## src/rtl/cfg_ld_pkg.sv

```systemverilog
package cfg_ld_pkg;
   typedef enum logic [2:0] {
      ST_IDLE,
      ST_RST,
      ST_LOAD,
      ST_FLUSH,
      ST_DONE,
      ST_FAIL
   } ld_state_t;
endpackage

```

## src/rtl/cfg_cclk_gen.sv

```systemverilog
// Half-rate configuration clock with edge strobes for the controller.
module cfg_cclk_gen (
   input  logic clk,
   input  logic rst_n,
   input  logic en,
   input  logic kill,
   output logic cclk,
   output logic rise,
   output logic fall
);
   logic cclk_q;

   assign rise = en & ~cclk_q;
   assign fall = en & cclk_q;
   assign cclk = cclk_q;

   always_ff @(posedge clk or negedge rst_n) begin
      if (!rst_n) begin
         cclk_q <= 1'b0;
      end else if (cclk_q) begin
         cclk_q <= 1'b0;
      end else begin
         cclk_q <= en & ~kill;
      end
   end
endmodule

```

## src/rtl/cfg_frame_parser.sv

```systemverilog
// Header check, payload counting and own-share capture.
module cfg_frame_parser #(
   parameter int PRE_BITS = 8,
   parameter logic [PRE_BITS-1:0] PRE_PAT = 8'hB5,
   parameter int LEN_W = 24,
   parameter int SHARE_BITS = 16
) (
   input  logic                  clk,
   input  logic                  rst_n,
   input  logic                  clear,
   input  logic                  smp,
   input  logic                  sdin,
   output logic                  pre_bad,
   output logic                  len_bad,
   output logic                  share_last,
   output logic                  chain_last,
   output logic                  fwd_this,
   output logic [SHARE_BITS-1:0] share
);
   localparam int HDR  = PRE_BITS + LEN_W;
   localparam int HC_W = $clog2(HDR + 1);
   localparam logic [HC_W-1:0]  HC_PRE  = HC_W'(PRE_BITS);
   localparam logic [HC_W-1:0]  HC_HDR  = HC_W'(HDR);
   localparam logic [HC_W-1:0]  HC_LAST = HC_W'(HDR - 1);
   localparam logic [LEN_W-1:0] SHARE_L = LEN_W'(SHARE_BITS);

   logic [HC_W-1:0]       hdr_cnt;
   logic [PRE_BITS-1:0]   pat_q;
   logic [LEN_W-1:0]      len_q;
   logic [LEN_W-1:0]      pay_cnt;
   logic [SHARE_BITS-1:0] share_q;
   logic                  in_pre, in_hdr, in_len, in_share;
   logic [LEN_W-1:0]      len_nxt;

   always_comb begin
      in_pre     = hdr_cnt < HC_PRE;
      in_hdr     = hdr_cnt < HC_HDR;
      in_len     = in_hdr & ~in_pre;
      in_share   = ~in_hdr & (pay_cnt < SHARE_L);
      len_nxt    = {len_q[LEN_W-2:0], sdin};
      pre_bad    = smp & in_pre & (sdin != pat_q[PRE_BITS-1]);
      len_bad    = smp & (hdr_cnt == HC_LAST) & (len_nxt < SHARE_L);
      share_last = smp & ~in_hdr & (pay_cnt == SHARE_L - 1'b1);
      chain_last = smp & ~in_hdr & (pay_cnt == len_q - 1'b1);
      fwd_this   = in_hdr | ~in_share;
   end

   assign share = share_q;

   always_ff @(posedge clk or negedge rst_n) begin
      if (!rst_n) begin
         hdr_cnt <= '0;
         pat_q   <= PRE_PAT;
         len_q   <= '0;
         pay_cnt <= '0;
         share_q <= '0;
      end else if (clear) begin
         hdr_cnt <= '0;
         pat_q   <= PRE_PAT;
         len_q   <= '0;
         pay_cnt <= '0;
         share_q <= '0;
      end else if (smp) begin
         if (in_hdr) hdr_cnt <= hdr_cnt + 1'b1;
         if (in_pre) pat_q <= {pat_q[PRE_BITS-2:0], 1'b0};
         if (in_len) len_q <= len_nxt;
         if (!in_hdr) pay_cnt <= pay_cnt + 1'b1;
         if (in_share) share_q <= {share_q[SHARE_BITS-2:0], sdin};
      end
   end
endmodule

```

## src/rtl/cfg_chain_fwd.sv

```systemverilog
// Chain output stage: take at the rising strobe, drive at the next falling strobe.
module cfg_chain_fwd (
   input  logic clk,
   input  logic rst_n,
   input  logic clear,
   input  logic rise,
   input  logic fall,
   input  logic smp,
   input  logic bit_in,
   input  logic fwd_in,
   output logic dout
);
   logic fb_q, fe_q, dout_q;

   assign dout = dout_q;

   always_ff @(posedge clk or negedge rst_n) begin
      if (!rst_n) begin
         fb_q   <= 1'b1;
         fe_q   <= 1'b0;
         dout_q <= 1'b1;
      end else if (clear) begin
         fe_q <= 1'b0;
      end else if (rise) begin
         fb_q <= bit_in;
         fe_q <= smp & fwd_in;
      end else if (fall) begin
         dout_q <= fe_q ? fb_q : 1'b1;
      end
   end
endmodule

```

## src/rtl/cfg_serial_loader.sv

```systemverilog
module cfg_serial_loader #(
   parameter int PRE_BITS = 8,
   parameter logic [PRE_BITS-1:0] PRE_PAT = 8'hB5,
   parameter int LEN_W = 24,
   parameter int SHARE_BITS = 16,
   parameter int RST_CYC = 4,
   parameter bit EARLY_DONE = 1'b0,
   parameter bit CE_FROM_DONE = 1'b0
) (
   input  logic                  clk,
   input  logic                  rst_n,
   input  logic                  start,
   input  logic                  sdin,
   output logic                  cclk,
   output logic                  mem_rst_n,
   output logic                  mem_ce_n,
   output logic                  ldc_n,
   output logic                  done,
   output logic                  err,
   output logic                  dout,
   output logic [SHARE_BITS-1:0] share
);
   import cfg_ld_pkg::*;

   localparam int RC_W = $clog2(RST_CYC + 1);
   localparam logic [RC_W-1:0] RC_END = RC_W'(RST_CYC - 1);

   if (PRE_BITS < 2) begin : g_chk_pre
      $error("PRE_BITS must be at least 2");
   end
   if (LEN_W < 2 || LEN_W > 31) begin : g_chk_len
      $error("LEN_W must lie in 2..31");
   end
   if (SHARE_BITS < 2 || SHARE_BITS > 4096) begin : g_chk_share
      $error("SHARE_BITS must lie in 2..4096");
   end
   if (RST_CYC < 1) begin : g_chk_rst
      $error("RST_CYC must be at least 1");
   end

   ld_state_t       state;
   logic [RC_W-1:0] rcnt;
   logic            fl_seen, done_q, err_q;
   logic            active, can_go, start_go;
   logic            rise, fall, smp, abort;
   logic            pre_bad, len_bad, share_last, chain_last, fwd_this;
   logic            done_set, ldc_n_w;

   assign active   = (state == ST_LOAD) | (state == ST_FLUSH);
   assign can_go   = (state == ST_IDLE) | (state == ST_DONE) | (state == ST_FAIL);
   assign start_go = start & can_go;
   assign smp      = rise & (state == ST_LOAD);
   assign abort    = pre_bad | len_bad;

   cfg_cclk_gen u_clk (
      .clk  (clk),
      .rst_n(rst_n),
      .en   (active),
      .kill (abort),
      .cclk (cclk),
      .rise (rise),
      .fall (fall)
   );

   cfg_frame_parser #(
      .PRE_BITS  (PRE_BITS),
      .PRE_PAT   (PRE_PAT),
      .LEN_W     (LEN_W),
      .SHARE_BITS(SHARE_BITS)
   ) u_parse (
      .clk       (clk),
      .rst_n     (rst_n),
      .clear     (start_go),
      .smp       (smp),
      .sdin      (sdin),
      .pre_bad   (pre_bad),
      .len_bad   (len_bad),
      .share_last(share_last),
      .chain_last(chain_last),
      .fwd_this  (fwd_this),
      .share     (share)
   );

   cfg_chain_fwd u_fwd (
      .clk   (clk),
      .rst_n (rst_n),
      .clear (start_go),
      .rise  (rise),
      .fall  (fall),
      .smp   (smp),
      .bit_in(sdin),
      .fwd_in(fwd_this),
      .dout  (dout)
   );

   if (EARLY_DONE) begin : g_done_early
      assign done_set = share_last & ~abort;
   end else begin : g_done_chain
      assign done_set = (state == ST_FLUSH) & fall & fl_seen;
   end

   assign ldc_n_w   = ~((state == ST_RST) | active);
   assign ldc_n     = ldc_n_w;
   assign mem_rst_n = (state != ST_RST);
   assign done      = done_q;
   assign err       = err_q;

   if (CE_FROM_DONE) begin : g_ce_done
      assign mem_ce_n = done_q;
   end else begin : g_ce_ldc
      assign mem_ce_n = ldc_n_w;
   end

   always_ff @(posedge clk or negedge rst_n) begin
      if (!rst_n) begin
         state   <= ST_IDLE;
         rcnt    <= '0;
         fl_seen <= 1'b0;
         err_q   <= 1'b0;
      end else begin
         case (state)
            ST_IDLE, ST_DONE, ST_FAIL: begin
               if (start_go) begin
                  state   <= ST_RST;
                  rcnt    <= '0;
                  fl_seen <= 1'b0;
                  err_q   <= 1'b0;
               end
            end
            ST_RST: begin
               if (rcnt == RC_END) state <= ST_LOAD;
               else rcnt <= rcnt + 1'b1;
            end
            ST_LOAD: begin
               if (abort) begin
                  state <= ST_FAIL;
                  err_q <= 1'b1;
               end else if (chain_last) begin
                  state <= ST_FLUSH;
               end
            end
            ST_FLUSH: begin
               if (rise) fl_seen <= 1'b1;
               if (fall && fl_seen) state <= ST_DONE;
            end
            default: state <= ST_IDLE;
         endcase
      end
   end

   always_ff @(posedge clk or negedge rst_n) begin
      if (!rst_n) done_q <= 1'b0;
      else if (start_go) done_q <= 1'b0;
      else if (done_set) done_q <= 1'b1;
   end
endmodule

```

## config.mk

```make
export PLATFORM = sky130hd
export DESIGN_NAME = cfg_serial_loader
export DESIGN_NICKNAME = d
export VERILOG_FILES = /design/src/rtl/cfg_ld_pkg.sv /design/src/rtl/cfg_cclk_gen.sv /design/src/rtl/cfg_frame_parser.sv /design/src/rtl/cfg_chain_fwd.sv /design/src/rtl/cfg_serial_loader.sv
export SDC_FILE = /design/constraint.sdc
export NUM_CORES = 1
export LEC_CHECK = 0
export CAP_MARGIN = 15
export CORE_AREA = 2 2 124 126
export DETAILED_ROUTE_END_ITERATION = 10
export DIE_AREA = 0 0 126 128
export SLEW_MARGIN = 20
export SYNTH_ARGS = -nofsm -noshare
export SYNTH_HDL_FRONTEND = slang
export SYNTH_SLANG_ARGS = --single-unit
```

## constraint.sdc

```tcl
create_clock -name clk -period 2.4 [get_ports clk]
set_clock_uncertainty 0.05 [all_clocks]
set_input_delay 0.48 -clock clk [delete_from_list [all_inputs] [get_ports clk]]
set_output_delay 0.48 -clock clk [all_outputs]
set_load 0.01 [all_outputs]
```

==> results of run 1 <==
-- cells by family after synthesis --
logic type               share of synthesized area
adder cells (fa/ha/maj)                     0.0124
AO/OA/AOI/OAI                               0.0816
multiplexers                                0.0854
AND/OR/NAND/NOR                              0.237
XOR/XNOR                                    0.0935
buffers and inverters                       0.0383
flip-flops                                   0.452
-- metrics by stage --
stage               power [mW]  instance area [um^2]  setup slack (ns)
floorplan                 2.58                  5060             0.145
global placement          2.96                  5660             0.125
detailed placement        3.00                  5660            0.0916
CTS                       4.39                  5950            0.0979
global route              4.61                  5960           -0.0464
finish                    4.33                  5960             0.113
-- worst max-delay path, cell delays in order (launching register included) --
cell and delay, ns:
dfrtp_1 0.42, buf_4 0.19, and2b_1 0.19, nand2b_1 0.07, clkdlybuf4s50_1 0.53
-- flip-flops by register name, indices dropped and copies added (netlist names) --
signal           count
rcnt                 3
u_fwd.fe_q           1
u_parse.pat_q        8
done                 1
u_clk.cclk           1
u_parse.hdr_cnt      6
u_parse.len_q       24
state                3
u_fwd.dout           1
err                  1
u_parse.pay_cnt     24
u_parse.share       16
fl_seen              1
u_fwd.fb_q           1
-- routing by layer --
metal	GRT usage	wire, um	part of all wire
met4	0.0420	114	0.010
met5	0	0	0
met3	0.0422	532	0.046
met1	0.207	5490	0.48
met2	0.243	5320	0.46
-- worst paths after layout --
| kind | endpoint | slack (ns) | cells past startpoint |
|---|---|---|---|
| hold reg to reg | u_parse.pat_q[0] | 0.41 | 2 |
| hold / removal | u_parse.pat_q[0] | 0.41 | 2 |
| setup / recovery | mem_rst_n | 0.11 | 4 |
| min in group asynchronous | u_parse.len_q[17] | 0.53 | 2 |
| max in group asynchronous | u_parse.pat_q[7] | 1.05 | 3 |
| setup reg to reg | state[0] | 0.14 | 7 |
-- cell type report --
class	count	area, um^2	share of cell area
multi-input cells	391	2590	0.435
flip-flops and latches	91	2290	0.384
repair buffers	53	513	0.0860
well taps	188	235	0.0394
clock buffers	9	225	0.0378
clock inverters	7	57.6	0.00965
inverters	14	52.6	0.00881
-- cell usage after synthesis, types with 3 or more instances --
library cell	n
a211oi_1	3
a21oi_1	14
a41oi_1	4
and3_1	6
buf_2	5
buf_4	5
clkbuf_1	15
dfrtp_1	84
dfstp_2	7
ha_1	5
inv_1	14
mux2i_1	42
nand2_1	29
nand2b_1	5
nand3_1	23
nand4_1	11
nor2_1	91
nor2_2	4
nor3_1	9
nor4_1	9
o21ai_0	17
o21ai_1	4
or2_2	4
or3_1	9
xnor2_1	25
xor2_1	29
-- power by group --
part / switching, mW / internal, mW
clock network: 0.654 / 0.719
registers: 0.122 / 1.74
logic: 0.630 / 0.468
total: 1.41 / 2.93
-- what timing repair did --
item                                    in CTS  in global routing
hold buffers                                 1                  0
hold endpoints to repair                    23                  0
buffers inserted                             0                  0
resized for setup                            0                  5
endpoints found under the setup margin       0                  3
==> flow_summary.toml, run 1 <==
[timing]
whs_ns = 0.415
finalCriticalPeriod_ns = 2.29
slew-limit-headroom = 0.705
worst_slew_pin_slew_ns = 0.442
tns_ns = 0
setup_violations = 0
max_freq_mhz = 437
finalCritPeriodShare = 0.953
slew_viol_final = 0
hold_viol = 0
rsz0062_at_grt = "true"

[clock_tree]
cts_made_buffers = 9
clkSinkCount = 91
clock_path_buffers = 2
clk_latency_ns = 0.35
tritoncts = "built"
h-tree-depth = 3
clkTransAtPathRegs_ns = 0.07
clock-root-buffer = "clkbuf_16"

[synthesis]
netlist_instances = 523
synth-seq-area-share = 0.452
synth-async-reset-ratio = 1.00
synth_top_area_cell = "dfrtp_1"
syn_area_per_cell_um2 = 9.67
ys.flop_type = "dfrtp_1"
yosysWarningCount = 0
synth.distinct_cells = 63
synth_edf_count = 0
yosys.area.top_type_share = 0.416
synth_area_um2 = 5060
syn-num-nets = 532
ys_seq_elements = 91
synthTopCellsByArea = "dfrtp_1, mux2i_1, nor2_1"

[drt]
avgRoutedWirePerCell_um = 15.2
drcViolationCount = 0
wl_mm = 11.5
vias_per_cell = 5.13
first_pass_iters = 4
ant_nets = 0
drt-initial-drc-count = 185
vias = 3861

[global_route]
grt_pass1_wl_mm = 20.1
grt.total_usage = 0.153
grt_pass1_vias = 3971
grt_max_degree = 54
grt-ovfl-total = 0
grt_antenna_before_repair = 0

[finish]
fill_cells = 1506
final_cell_mix = "nor2_1, dfrtp_1, mux2i_1, nand2_1, xor2_1"
fin_nets = 569
syn2layout_area_growth_pct = 17.9
diodes = 0
final_common_cell = "nor2_1"
final_cells = 753
drive_above_1_share = 0.138
final_util = 0.401

[outcome]
outcome = "finished clean"

[place]
hpwl_mm = 8.17
portBuffers = 26
gp_congestion = 0.863
dp_cells = 736

[floorplanning]
ioPinCount = 27
die_h_um = 128
die-area_um2 = 16100
core_um2 = 14900
die_w_um = 126
rows = 45
initial_core_util = 0.340

[flow_run]
max_cap_violations = 0

[pwr]
power.density_nw_per_um2 = 727
leakagePower_nw = 2.61
ir_drop_v = 0.000555

[critical_path]
path_class = "register to output pin"
critPathArrivalTime_ns = 1.76
required_ns = 1.87
r2r_start = "u_parse.len_q[12]"
endpoint_kind = "output pin"
critPathLaunchType = "register"
critPathLaunch = "state[0]"
critical_path.max_fanout = 11

[hold_path]
hp-start = "u_parse.pat_q[0]"
hp-class = "register to register"
(Power assumes the default switching activity.)
==> inputs of run 2 (changes only) <==
--- a/config.mk
+++ b/config.mk
@@ -6,9 +6,10 @@
 export NUM_CORES = 1
 export LEC_CHECK = 0
 export CAP_MARGIN = 15
-export CORE_AREA = 2 2 124 126
+export CORE_AREA = 2 2 102 104
 export DETAILED_ROUTE_END_ITERATION = 10
-export DIE_AREA = 0 0 126 128
+export DIE_AREA = 0 0 104 106
+export PLACE_DENSITY = 0.72
 export SLEW_MARGIN = 20
 export SYNTH_ARGS = -nofsm -noshare
 export SYNTH_HDL_FRONTEND = slang
==> run 2 against run 1 <==
Non-clock buffer count down 3. Register-to-register slack lost 0.06 ns. Cell area decreased by 2.6%. Core utilization grew 18 points. Largest power group unchanged. Highest routed layer unchanged.
==> flow_summary.toml, run 2 (synthesized netlist as in run 1, its figures left out) <==
[global_route]
grt-ovfl-total = 0
grt_pass1_vias = 3940
grt_max_degree = 73
grt_util_met2 = 0.339
top_usage_layer = "met2"
grt_use_met1 = 0.284
grt_pass1_wl_mm = 18.9
grt_antenna_before_repair = 0
grt.total_usage = 0.211
met3_usage = 0.0441

[finish]
final_common_cell = "nor2_1"
drive_above_1_share = 0.128
final_cell_mix = "nor2_1, dfrtp_1, mux2i_1, nand2_1, xor2_1"
fin_nets = 566
fill_cells = 910
multi_input_area_um2 = 2600
final_cells = 698
diodes = 0
final_util = 0.581
register_area_um2 = 2290
syn2layout_area_growth_pct = 14.9

[clock_tree]
cts_hold_buf = 0
clkSinkCount = 91
tritoncts = "built"
clk_latency_ns = 0.37
clock-root-buffer = "clkbuf_8"
clock_path_buffers = 2
cts_made_buffers = 9
h-tree-depth = 3
clkTransAtPathRegs_ns = 0.10

[drt]
first_pass_iters = 5
drt-initial-drc-count = 261
drcViolationCount = 0
vias_per_cell = 5.65
ant_nets = 0
wl_mm = 10.9
avgRoutedWirePerCell_um = 15.6
vias = 3945

[critical_path]
critPathLaunchType = "register"
endpoint_kind = "output pin"
cp_cell_sequence = "buf_4 > and2b_1 > nand2b_1 > clkdlybuf4s50_1"
critPathArrivalTime_ns = 1.81
worstRegToRegCells = 9
required_ns = 1.87
slowest_stage = "clkdlybuf4s50_1"
critical_path.max_fanout = 11
cpPeakStageDelay_ns = 0.53
path_class = "register to output pin"

[floorplanning]
die_w_um = 104
ioPinCount = 27
die-area_um2 = 11000
die_h_um = 106
initial_core_util = 0.506
rows = 37
core_um2 = 10000

[timing]
worst_slew_pin_slew_ns = 0.536
slew_viol_final = 0
hold_viol = 0
finalCritPeriodShare = 0.977
setup_violations = 0
rsz0062_at_grt = "true"
slew-limit-headroom = 0.643
finalCriticalPeriod_ns = 2.34
max_freq_mhz = 427

[pwr]
power.density_nw_per_um2 = 706
leakagePower_nw = 2.57
ir_drop_v = 0.000694

[place]
gp_congestion = 0.900
portBuffers = 26
hpwl_mm = 7.63
dp_cells = 680

[hold_path]
hp-class = "input port to async pin"

[outcome]
outcome = "finished clean"

[flow_run]
max_cap_violations = 0
==> run 2: cell types whose count changed in the layout (fill, tap and decap cells not counted), sizes merged <==
| cell | delta |
|---|---|
| buf | -2 |
| bufinv | +2 |
| clkbuf | +2 |
| clkinvlp | -1 |
| dlygate4sd3 | -1 |
| inv | -3 |
==> run 2: where the power goes <==
group	switching (mW)	internal [mW]	total [mW]
Combinational	0.632	0.463	1.09
Clock	0.544	0.593	1.14
Sequential	0.127	1.74	1.87
==> run 2: layout make-up <==
| type | count | share of cell area |
|---|---|---|
| multi-input combinational | 391 | 0.447 |
| sequential | 91 | 0.393 |
| timing repair buffer | 50 | 0.0840 |
| tap | 136 | 0.0293 |
| clock buffer | 11 | 0.0226 |
| clock inverter | 5 | 0.0146 |
| inverter | 14 | 0.00905 |
==> run 2: worst max-delay path: cells and delay by family (launching register included) <==
| kind | cells | cell delay (ns) |
|---|---|---|
| and+or+nand+nor | 2 | 0.26 |
| DFF | 1 | 0.45 |
| buffers and inverters | 2 | 0.73 |
==> run 2: metal layers <==
| metal | routed length [um] | up-vias |
|---|---|---|
| met1 | 4950 | 1943 |
| met3 | 535 | 20 |
| li1 | - | 1878 |
| met4 | 213 | 0 |
| met2 | 5190 | 104 |
| met5 | 0 | - |
==> run 2: what timing repair did <==
| action | 4_1_cts | 5_1_grt |
|---|---|---|
| gates resized for setup | 0 | 4 |
| setup endpoints to repair | 0 | 2 |
| buffers inserted | 0 | 2 |
==> run 2: worst paths after layout <==
| kind | startpoint | to | slack [ns] |
|---|---|---|---|
| max in group asynchronous | rst_n | u_parse.pat_q[2] | 1.55 |
| setup reg to reg | u_parse.len_q[1] | state[0] | 0.08 |
| hold / removal | rst_n | u_parse.len_q[12] | 0.04 |
| setup / recovery | state[0] | mem_rst_n | 0.06 |
| min in group clk | u_parse.pat_q[0] | u_parse.pat_q[0] | 0.42 |
| hold reg to reg | u_parse.pat_q[0] | u_parse.pat_q[0] | 0.42 |
==> run 2: metrics by stage <==
step,setup WS (ns),setup TNS [ns],area (um^2),hold slack [ns],total power [mW]
after detailed placement,0.0383,0,5560,0.410,2.99
final,0.0553,0,5810,0.0386,4.10
after global routing,-0.0502,-0.0719,5810,0.0782,4.34
after CTS,0.0211,0,5780,0.0485,4.14
after floorplan,0.145,0,5060,0.134,2.58
after global placement,0.0831,0,5560,0.398,2.95
==> inputs of run 3 (changes only) <==
--- a/config.mk
+++ b/config.mk
@@ -5,7 +5,7 @@
 export SDC_FILE = /design/constraint.sdc
 export NUM_CORES = 1
 export LEC_CHECK = 0
-export CAP_MARGIN = 15
+export CAP_MARGIN = 25
 export CORE_AREA = 2 2 102 104
 export DETAILED_ROUTE_END_ITERATION = 10
 export DIE_AREA = 0 0 104 106
==> results of run 3 <==
Same layout as run 2: the final DEF is identical, and so are final timing and power.
